$ cat src/rtl/qen_pkg.sv
package qen_pkg;

   localparam logic [7:0] OP_RD_SR1  = 8'h05;
   localparam logic [7:0] OP_WR_EN   = 8'h06;
   localparam logic [7:0] OP_WR_STAT = 8'h01;
   localparam logic [7:0] OP_RD_CFG  = 8'h35;
   localparam logic [7:0] OP_RD_SR2  = 8'h3F;
   localparam logic [7:0] OP_WR_SR2  = 8'h3E;

   typedef enum logic [3:0] {
      ST_IDLE, ST_CHK, ST_SR1, ST_WREN, ST_WR, ST_POLL, ST_VFY, ST_GAP, ST_FIN
   } qen_step_t;

   typedef struct packed {
      logic       act;
      logic       two_byte;
      logic [7:0] rd_op;
      logic [7:0] wr_op;
      logic [7:0] mask;
   } qen_route_t;

endpackage

$ cat src/rtl/qen_route.sv
module qen_route
   import qen_pkg::*;
(
   input  logic [2:0] code,
   output qen_route_t route
);

   always_comb begin
      route = '0;
      unique case (code)
         3'b001, 3'b100, 3'b101: begin
            route.act      = 1'b1;
            route.two_byte = 1'b1;
            route.rd_op    = OP_RD_CFG;
            route.wr_op    = OP_WR_STAT;
            route.mask     = 8'h02;
         end
         3'b010: begin
            route.act   = 1'b1;
            route.rd_op = OP_RD_SR1;
            route.wr_op = OP_WR_STAT;
            route.mask  = 8'h40;
         end
         3'b011: begin
            route.act   = 1'b1;
            route.rd_op = OP_RD_SR2;
            route.wr_op = OP_WR_SR2;
            route.mask  = 8'h80;
         end
         default: route = '0;
      endcase
   end

endmodule

$ cat src/rtl/qen_poll_ctr.sv
module qen_poll_ctr #(
   parameter int W = 8
) (
   input  logic         clk,
   input  logic         rst_n,
   input  logic         clr,
   input  logic         inc,
   input  logic [W-1:0] limit,
   output logic         last
);

   logic [W-1:0] cnt;

   always_ff @(posedge clk or negedge rst_n) begin
      if (!rst_n)   cnt <= '0;
      else if (clr) cnt <= '0;
      else if (inc) cnt <= cnt + 1'b1;
   end

   assign last = ({1'b0, cnt} + 1'b1) >= {1'b0, limit};


   cnt_no_wrap_chk: assert property (@(posedge clk) disable iff (!rst_n)
      (inc && !clr) |=> (cnt != '0));

endmodule

$ cat src/rtl/quad_enable_seq.sv
module quad_enable_seq
   import qen_pkg::*;
#(
   parameter int POLL_W  = 8,
   parameter int GAP_CYC = 1
) (
   input  logic              clk,
   input  logic              rst_n,
   input  logic              start,
   input  logic [2:0]        mode_code,
   input  logic [POLL_W-1:0] poll_limit,
   output logic              cmd_valid,
   output logic              cs_n,
   output logic [7:0]        cmd_op,
   output logic              cmd_rd,
   output logic [1:0]        cmd_wcnt,
   output logic [7:0]        cmd_wd0,
   output logic [7:0]        cmd_wd1,
   input  logic              cmd_done,
   input  logic [7:0]        cmd_rdata,
   output logic              busy,
   output logic              done,
   output logic              error,
   output logic              already_set
);

   if (POLL_W < 1 || POLL_W > 24) begin : g_bad_pw
      $error("POLL_W out of range");
   end
   if (GAP_CYC < 1) begin : g_bad_gap
      $error("GAP_CYC must be at least 1");
   end

   qen_step_t  state, nxt_q;
   logic [2:0] code_q;
   logic [7:0] qe_val, sr1_q;
   logic       poll_last, gap_ok, bit_hit;
   qen_route_t route;

   qen_route u_route (
      .code  (state == ST_IDLE ? mode_code : code_q),
      .route (route)
   );

   qen_poll_ctr #(.W(POLL_W)) u_poll (
      .clk   (clk),
      .rst_n (rst_n),
      .clr   (state == ST_WR),
      .inc   (state == ST_POLL && cmd_done && cmd_rdata[0] && !poll_last),
      .limit (poll_limit),
      .last  (poll_last)
   );

   if (GAP_CYC == 1) begin : g_gap_one
      assign gap_ok = 1'b1;
   end else begin : g_gap_cnt
      localparam int GW = $clog2(GAP_CYC);
      logic [GW-1:0] gcnt;
      always_ff @(posedge clk or negedge rst_n) begin
         if (!rst_n)               gcnt <= '0;
         else if (state != ST_GAP) gcnt <= '0;
         else                      gcnt <= gcnt + 1'b1;
      end
      assign gap_ok = (gcnt == GW'(GAP_CYC - 1));
   end

   assign bit_hit = (cmd_rdata & route.mask) != 8'd0;

   always_comb begin
      cmd_valid = 1'b1;
      cmd_op    = 8'h00;
      cmd_rd    = 1'b0;
      cmd_wcnt  = 2'd0;
      cmd_wd0   = 8'h00;
      cmd_wd1   = 8'h00;
      unique case (state)
         ST_CHK:  begin cmd_op = route.rd_op; cmd_rd = 1'b1; end
         ST_SR1:  begin cmd_op = OP_RD_SR1;   cmd_rd = 1'b1; end
         ST_WREN: cmd_op = OP_WR_EN;
         ST_WR: begin
            cmd_op = route.wr_op;
            if (route.two_byte) begin
               cmd_wcnt = 2'd2;
               cmd_wd0  = sr1_q;
               cmd_wd1  = qe_val | route.mask;
            end else begin
               cmd_wcnt = 2'd1;
               cmd_wd0  = qe_val | route.mask;
            end
         end
         ST_POLL: begin cmd_op = OP_RD_SR1;   cmd_rd = 1'b1; end
         ST_VFY:  begin cmd_op = route.rd_op; cmd_rd = 1'b1; end
         default: cmd_valid = 1'b0;
      endcase
   end

   assign cs_n = !cmd_valid;
   assign busy = (state != ST_IDLE);

   always_ff @(posedge clk or negedge rst_n) begin
      if (!rst_n) begin
         state       <= ST_IDLE;
         nxt_q       <= ST_IDLE;
         code_q      <= '0;
         qe_val      <= '0;
         sr1_q       <= '0;
         done        <= 1'b0;
         error       <= 1'b0;
         already_set <= 1'b0;
      end else begin
         done <= 1'b0;
         unique case (state)
            ST_IDLE: if (start) begin
               code_q      <= mode_code;
               error       <= 1'b0;
               already_set <= 1'b0;
               state       <= route.act ? ST_CHK : ST_FIN;
            end
            ST_CHK: if (cmd_done) begin
               qe_val <= cmd_rdata;
               if (bit_hit) begin
                  already_set <= 1'b1;
                  state       <= ST_FIN;
               end else begin
                  nxt_q <= route.two_byte ? ST_SR1 : ST_WREN;
                  state <= ST_GAP;
               end
            end
            ST_SR1: if (cmd_done) begin
               sr1_q <= cmd_rdata;
               nxt_q <= ST_WREN;
               state <= ST_GAP;
            end
            ST_WREN: if (cmd_done) begin
               nxt_q <= ST_WR;
               state <= ST_GAP;
            end
            ST_WR: if (cmd_done) begin
               nxt_q <= ST_POLL;
               state <= ST_GAP;
            end
            ST_POLL: if (cmd_done) begin
               if (!cmd_rdata[0]) begin
                  nxt_q <= ST_VFY;
                  state <= ST_GAP;
               end else if (poll_last) begin
                  error <= 1'b1;
                  state <= ST_FIN;
               end else begin
                  nxt_q <= ST_POLL;
                  state <= ST_GAP;
               end
            end
            ST_VFY: if (cmd_done) begin
               error <= !bit_hit;
               state <= ST_FIN;
            end
            ST_GAP: if (gap_ok) state <= nxt_q;
            ST_FIN: begin
               done  <= 1'b1;
               state <= ST_IDLE;
            end
            default: state <= ST_IDLE;
         endcase
      end
   end


   gap_after_cmd_chk: assert property (@(posedge clk) disable iff (!rst_n)
      (cmd_valid && cmd_done) |=> cs_n);


   cmd_hold_chk: assert property (@(posedge clk) disable iff (!rst_n)
      (cmd_valid && !cmd_done) |=> (cmd_valid && $stable(cmd_op)));


   done_idle_chk: assert property (@(posedge clk) disable iff (!rst_n)
      done |-> (!busy && $past(busy)));


   flags_excl_chk: assert property (@(posedge clk) disable iff (!rst_n)
      done |-> !(error && already_set));


   none_fast_chk: assert property (@(posedge clk) disable iff (!rst_n)
      (start && !busy && (mode_code == 3'b000 || mode_code[2:1] == 2'b11))
         |=> (busy && !cmd_valid) ##1 done);


   sr2_write_code_chk: assert property (@(posedge clk) disable iff (!rst_n)
      (cmd_valid && cmd_op == OP_WR_SR2) |-> (code_q == 3'b011));

endmodule

$ cat config.mk
export PLATFORM = sky130hd
export DESIGN_NAME = quad_enable_seq
export DESIGN_NICKNAME = d
export VERILOG_FILES = /design/src/rtl/qen_pkg.sv /design/src/rtl/qen_route.sv /design/src/rtl/qen_poll_ctr.sv /design/src/rtl/quad_enable_seq.sv
export SDC_FILE = /design/constraint.sdc
export NUM_CORES = 1
export LEC_CHECK = 0
export CAP_MARGIN = 20
export CORE_MARGIN = 4
export CORE_UTILIZATION = 55
export CTS_CLUSTER_DIAMETER = 100
export DETAILED_ROUTE_END_ITERATION = 10
export MAX_ROUTING_LAYER = met4
export PLACE_DENSITY = 0.87
export SYNTH_ARGS = -nofsm -noshare
export SYNTH_HDL_FRONTEND = slang
export SYNTH_HIERARCHICAL = 1
export SYNTH_SLANG_ARGS = --single-unit
$ cat constraint.sdc
create_clock -name clk -period 7.45 [get_ports clk]
set_clock_uncertainty 0.15 [all_clocks]
set_input_delay 1.49 -clock clk [delete_from_list [all_inputs] [get_ports clk]]
set_output_delay 1.49 -clock clk [all_outputs]
set_load 0.01 [all_outputs]
---- After elaboration in Yosys (flattened, before gate mapping) ----
Index checks and enable logic that the tools add are counted.
storage, ports and cells
  bits in registers ....................... 38
  input bits .............................. 23
  output and inout port bits .............. 33
  logic and storage cells ................. 112
operators by class
  add/subtract/negate cells ............... 2
  $lt $le $gt $ge ......................... 1
  equality and inequality tests ........... 26
  muxes and demuxes ....................... 45
  bitwise gates (word level) .............. 2
  reductions and logical operators ........ 27
operators with widths
  cell                                                                    number
  4-bit 2-to-1 mux                                                        17
  22-bit case mux with 3 select lines                                     1
  8-bit 2-to-1 mux                                                        6
  8-bit case mux with 4 select lines                                      1
  4-bit case mux with 6 select lines                                      1
  2-bit inequality test (second input constant)                           11
  4-bit case mux with 5 select lines                                      1
  4-bit by 3-bit equality test with 1-bit output (second input constant)  4
  1-bit 2-to-1 mux                                                        13
  8-bit by 1-bit adder with 9-bit output (second input constant)          1
  9-bit by 8-bit greater-or-equal comparator with 1-bit output            1
  8-bit by 1-bit adder with 8-bit output (second input constant)          1
  8-bit bitwise AND                                                       1
  4-bit by 2-bit equality test with 1-bit output (second input constant)  2
  8-bit OR                                                                1
  8-bit AND reduction                                                     1
  8-bit nonzero test                                                      1
  3-bit by 2-bit equality test with 1-bit output (second input constant)  2
  3-bit equality test (second input constant)                             2
  2-bit AND reduction                                                     3
  6-bit AND reduction                                                     1
  3-bit OR reduction                                                      2
  6-bit OR reduction                                                      1
  5-bit AND reduction                                                     1
  20 further kinds                                                        27

---- Logic depth before layout (Yosys ltp) ----
  depth after elaboration ................. 10
  gate-level depth with buffers ........... 15
  gate-level depth less buffers ........... 14

---- Cells and area by module ----
The synthesis kept the hierarchy.
by module, submodules not included
  module           times used  cells each  area an instance (µm²)  seq. area each (µm²)
  quad_enable_seq  1           233         2013.2                  725.7
  qen_poll_ctr     1           76          651.9                   200.2
  qen_route        1           32          242.7                   0.0

---- Least setup slack after synthesis ----
No wires, ideal clock.
  kind .................................... input-to-output
  start ................................... input mode_code[1]
  end ..................................... output cmd_wd1[7]
  arrival time ............................ 3039 ps
  required time ........................... 5810 ps
  slack ................................... 2771 ps
  stages .................................. 7
  path buffers ............................ 3
  path through ............................ mux2_2 buf_6 nor2_1 clkbuf_1 clkbuf_1 nand2_1 nor2_1
RTL lines
  item         RTL line               source
  from (decl)  quad_enable_seq.sv:10  input logic [2:0] mode_code,
  to (decl)    quad_enable_seq.sv:18  output logic [7:0] cmd_wd1,

---- Worst setup path after layout ----
  start ................................... input mode_code[2]
  end ..................................... output cmd_op[3]
on the way
  longest elaborated chain between the ends .. 5
  elaborated cells between the ends (all ways) .. 9
  classes of those cells .................. eq/ne (5); mux (3); reduce/logical (1)
RTL lines
  item                                                                                   RTL line               source
  3-bit 2-to-1 mux (*)                                                                   quad_enable_seq.sv:41  .code (state == ST_IDLE ? mode_code : code_q),
  3-bit by 1-bit equality test with 1-bit output or 3-bit equality test (tied branches)  qen_route.sv:10        unique case (code)
  3-bit OR reduction                                                                     -
  22-bit case mux with 3 select lines (*)                                                qen_route.sv:10
  8-bit case mux with 4 select lines (*)                                                 quad_enable_seq.sv:76  unique case (state)
  to (decl)                                                                              quad_enable_seq.sv:14  output logic [7:0] cmd_op,
Mark *: on every way between the ends. The rest lies on a longest branch, timed or not.

==> flow_metrics.py <==
metrics = {
    "sta": {
        "relSlewSlack_pct": 34.3,
        "final_max_slew_viol_count": 0,
        "setup_viol": 0,
        "setup-tns-final_ns": 0,
        "max_freq_mhz": 180,
        "rsz0062_at_grt": "false",
        "hold_viol": 0,
        "finalCritPeriodShare_pct": 74.6,
        "worstMarginPinSlew_ns": 0.976,
        "fin_crit_ns": 5.55,
    },
    "logic_synthesis": {
        "synth-edff-count": 0,
        "yosys_warnings": 6,
        "syn_inst": 341,
        "synth_cell_type_count": 61,
        "avgSynthCellArea_sq_um": 8.53,
        "synth_compound_area_share_pct": 15.8,
        "synth_top_family_by_area": "simple AND/OR/NAND/NOR gates",
        "synth-seq-cells": 37,
        "synth_commonest_cells": "67 x nor2_1, 37 x dfrtp_1, 24 x a21oi_1",
        "yosysMostFrequentCell": "nor2_1",
        "synth_xor_area_share_pct": 3.92,
        "synth_area_sq_um": 2910,
        "async_flop_share_pct": 100,
        "synth_top_cell_area_share_pct": 31.8,
        "ys.flop_type": "dfrtp_1",
        "synthSimpleGateAreaFrac_pct": 22.2,
        "synthTopCellsByArea": "dfrtp_1 32%, nor2_1 8.6%, mux2_2 7.7%",
        "yosysTopAreaCell": "dfrtp_1",
        "muxShareOfSynthArea_pct": 11.1,
        "synthAdderAreaFrac_pct": 3.87,
        "ys_seq_area_share_pct": 31.8,
    },
    "place": {
        "dpl-instance-area_sq_um": 3330,
        "portBuffers": 53,
        "hpwlAfterDp_um": 4780,
        "place.gp.congestion": 0.889,
    },
    "floorplan": {
        "fp-row-count": 26,
        "start_util_pct": 56.9,
        "die_x_um": 80.7,
        "die_y_um": 80.7,
        "die_area_sq_um": 6510,
        "top_level_ports": 56,
        "core_area_sq_um": 5110,
    },
    "drt": {
        "ant_nets": 0,
        "vias": 2458,
        "route.layer.met1.wl_um": 2930,
        "highest_layer": "met4",
        "detail_route.wl_per_cell_um": 14.8,
        "detail_route.wirelength_um": 6580,
        "firstDrtPassIters": 4,
        "dr_wl_met2_um": 3180,
        "viasPerCell": 5.54,
        "drc_errors": 0,
        "dr_wl_met3_um": 321,
        "dr.first_iter.drc_count": 223,
    },
    "clock_tree": {
        "cts_resized": 0,
        "clkTransAtPathRegs_ns": 0.07,
        "htree_levels": 2,
        "cts_hold_buf": 0,
        "insertion_delay_ns": 0.29,
        "cts_buffer_depth": 2,
        "postCtsSetupRepairBufs": 0,
        "cts_tree": "yes",
        "cts_buffers": 5,
        "clockRootBuffer": "clkbuf_8",
        "numClockSinks": 37,
    },
    "power": {
        "power.net_switching_uw": 579,
        "irDropWorstVdd_mv": 0.278,
        "p_seq_share_pct": 25.4,
        "clockPowerShare_pct": 13.4,
        "switching_share_pct": 42.7,
        "p_leak_nw": 1.52,
        "cell_internal_pwr_uw": 777,
        "comb_power_share_pct": 61.1,
        "p_per_area_nw_per_um2": 394,
    },
    "min_path": {
        "hp-class": "reg -> reg",
    },
    "critical_path": {
        "path_max_fanout": 11,
        "critPathArrivalTime_ns": 3.91,
        "endpoint_kind": "output port",
        "required_ns": 5.81,
        "criticalPathCategory": "in -> out",
        "critPathLaunchType": "primary input",
    },
    "run": {
        "cap_viol_max_count": 0,
    },
    "final_layout": {
        "drive_above_1_share_pct": 12.8,
        "seqCellArea_sq_um": 926,
        "diodes": 0,
        "area_growth_pct": 18.4,
        "fin_nets": 405,
        "fillerInstances": 446,
        "multiInputGateArea_sq_um": 1690,
        "final_area_sq_um": 3440,
    },
    "outcome": {
        "status": "completed",
    },
    "global_route": {
        "antenna_found_initial": 0,
        "grt_first_pass_wirelength_um": 11400,
        "grt_usage_pct": 23.0,
        "grt_pass1_vias": 2553,
        "grt_max_degree": 38,
        "grt_overflow": 0,
    },
}
final timing paths:
check / from / endpoint / slack [ns] / cells past startpoint
min in group asynchronous: rst_n / qe_val[6] / 1.46 / 2
worst min-delay path: code_q[1] / code_q[1] / 0.35 / 1
worst max-delay path: mode_code[2] / cmd_op[3] / 1.90 / 8
worst min register to register: code_q[1] / code_q[1] / 0.35 / 1
max in group asynchronous: rst_n / state[0] / 5.35 / 2
worst max register to register: u_poll/cnt[0] / u_poll/cnt[6] / 3.31 / 13
stage by stage:
stage                     setup slack [ns]  power (mW)  util (%)  hold WS (ns)  cells
after floorplan                       2.77       0.981         -         0.310    349
after global placement                2.02        1.14      65.1         0.321    436
after detailed placement              1.96        1.17      65.1         0.332    436
after CTS                             1.95        1.36      67.4         0.348    444
after global routing                  1.71        1.48      67.4         0.371    444
final                                 1.90        1.36      67.4         0.348    444
layer usage:
metal / vias to the layer above / global-route usage [%]
li1: 1212 / -
met1: 1161 / 28.7
met2: 74 / 36.8
met3: 11 / 4.15
met4: 0 / 9.63
met5: - / -
cell usage in the layout (no fill, tap or decap), types with 7 or more instances in the layout:
cell             instances
inv_1                   16
clkdlybuf4s50_1         53
a22oi_1                 10
ha_1                     9
nand2_1                 17
mux2_2                  20
o21ai_0                  7
nor2_1                  67
a21oi_1                 24
dfrtp_1                 37
xnor2_1                  7
conb_1                   9
cell families (layout without fill, tap and decap cells):
| family | count (synthesis) | after routing |
|---|---|---|
| other | 1 | 9 |
| DFF | 37 | 37 |
| muxes | 29 | 29 |
| adders and majority gates | 9 | 9 |
| buffers and inverters | 57 | 82 |
| xor gates and xnor gates | 13 | 13 |
| AOI/OAI and AO/OA | 65 | 65 |
| and+or+nand+nor | 130 | 130 |
critical path, cell delays in order:
cell and delay, ns:
clkdlybuf4s50_1 0.44, mux2_2 0.37, nor3b_2 0.59, a22oi_1 0.19, nor2_1 0.12, a21oi_1 0.05
nor2_1 0.11, clkdlybuf4s50_1 0.55
layout make-up:
cell class | count | share of cell area, %
Clock buffer | 7 | 2.51
Clock inverter | 1 | 0.872
Timing Repair Buffer | 57 | 16.3
Tap cell | 70 | 2.54
Multi-Input combinational cell | 255 | 49.0
Inverter | 17 | 1.85
Sequential cell | 37 | 26.9
power groups by stage:
stage / clock (mW) / combinational [mW] / sequential [mW]
3_5_place_dp: 0 / 0.821 / 0.347
3_3_place_gp: 0 / 0.799 / 0.342
4_1_cts: 0.187 / 0.828 / 0.343
5_1_grt: 0.196 / 0.926 / 0.356
2_1_floorplan: 0 / 0.664 / 0.317
6_report: 0.182 / 0.829 / 0.345
registers in the layout, indices dropped and copies added, names as in the netlist, 3 cells and up:
register / count
nxt_q: 3
sr1_q: 8
code_q: 3
u_poll/cnt: 8
qe_val: 8
state: 4
No activity file was read; power rests on OpenSTA's default activity.
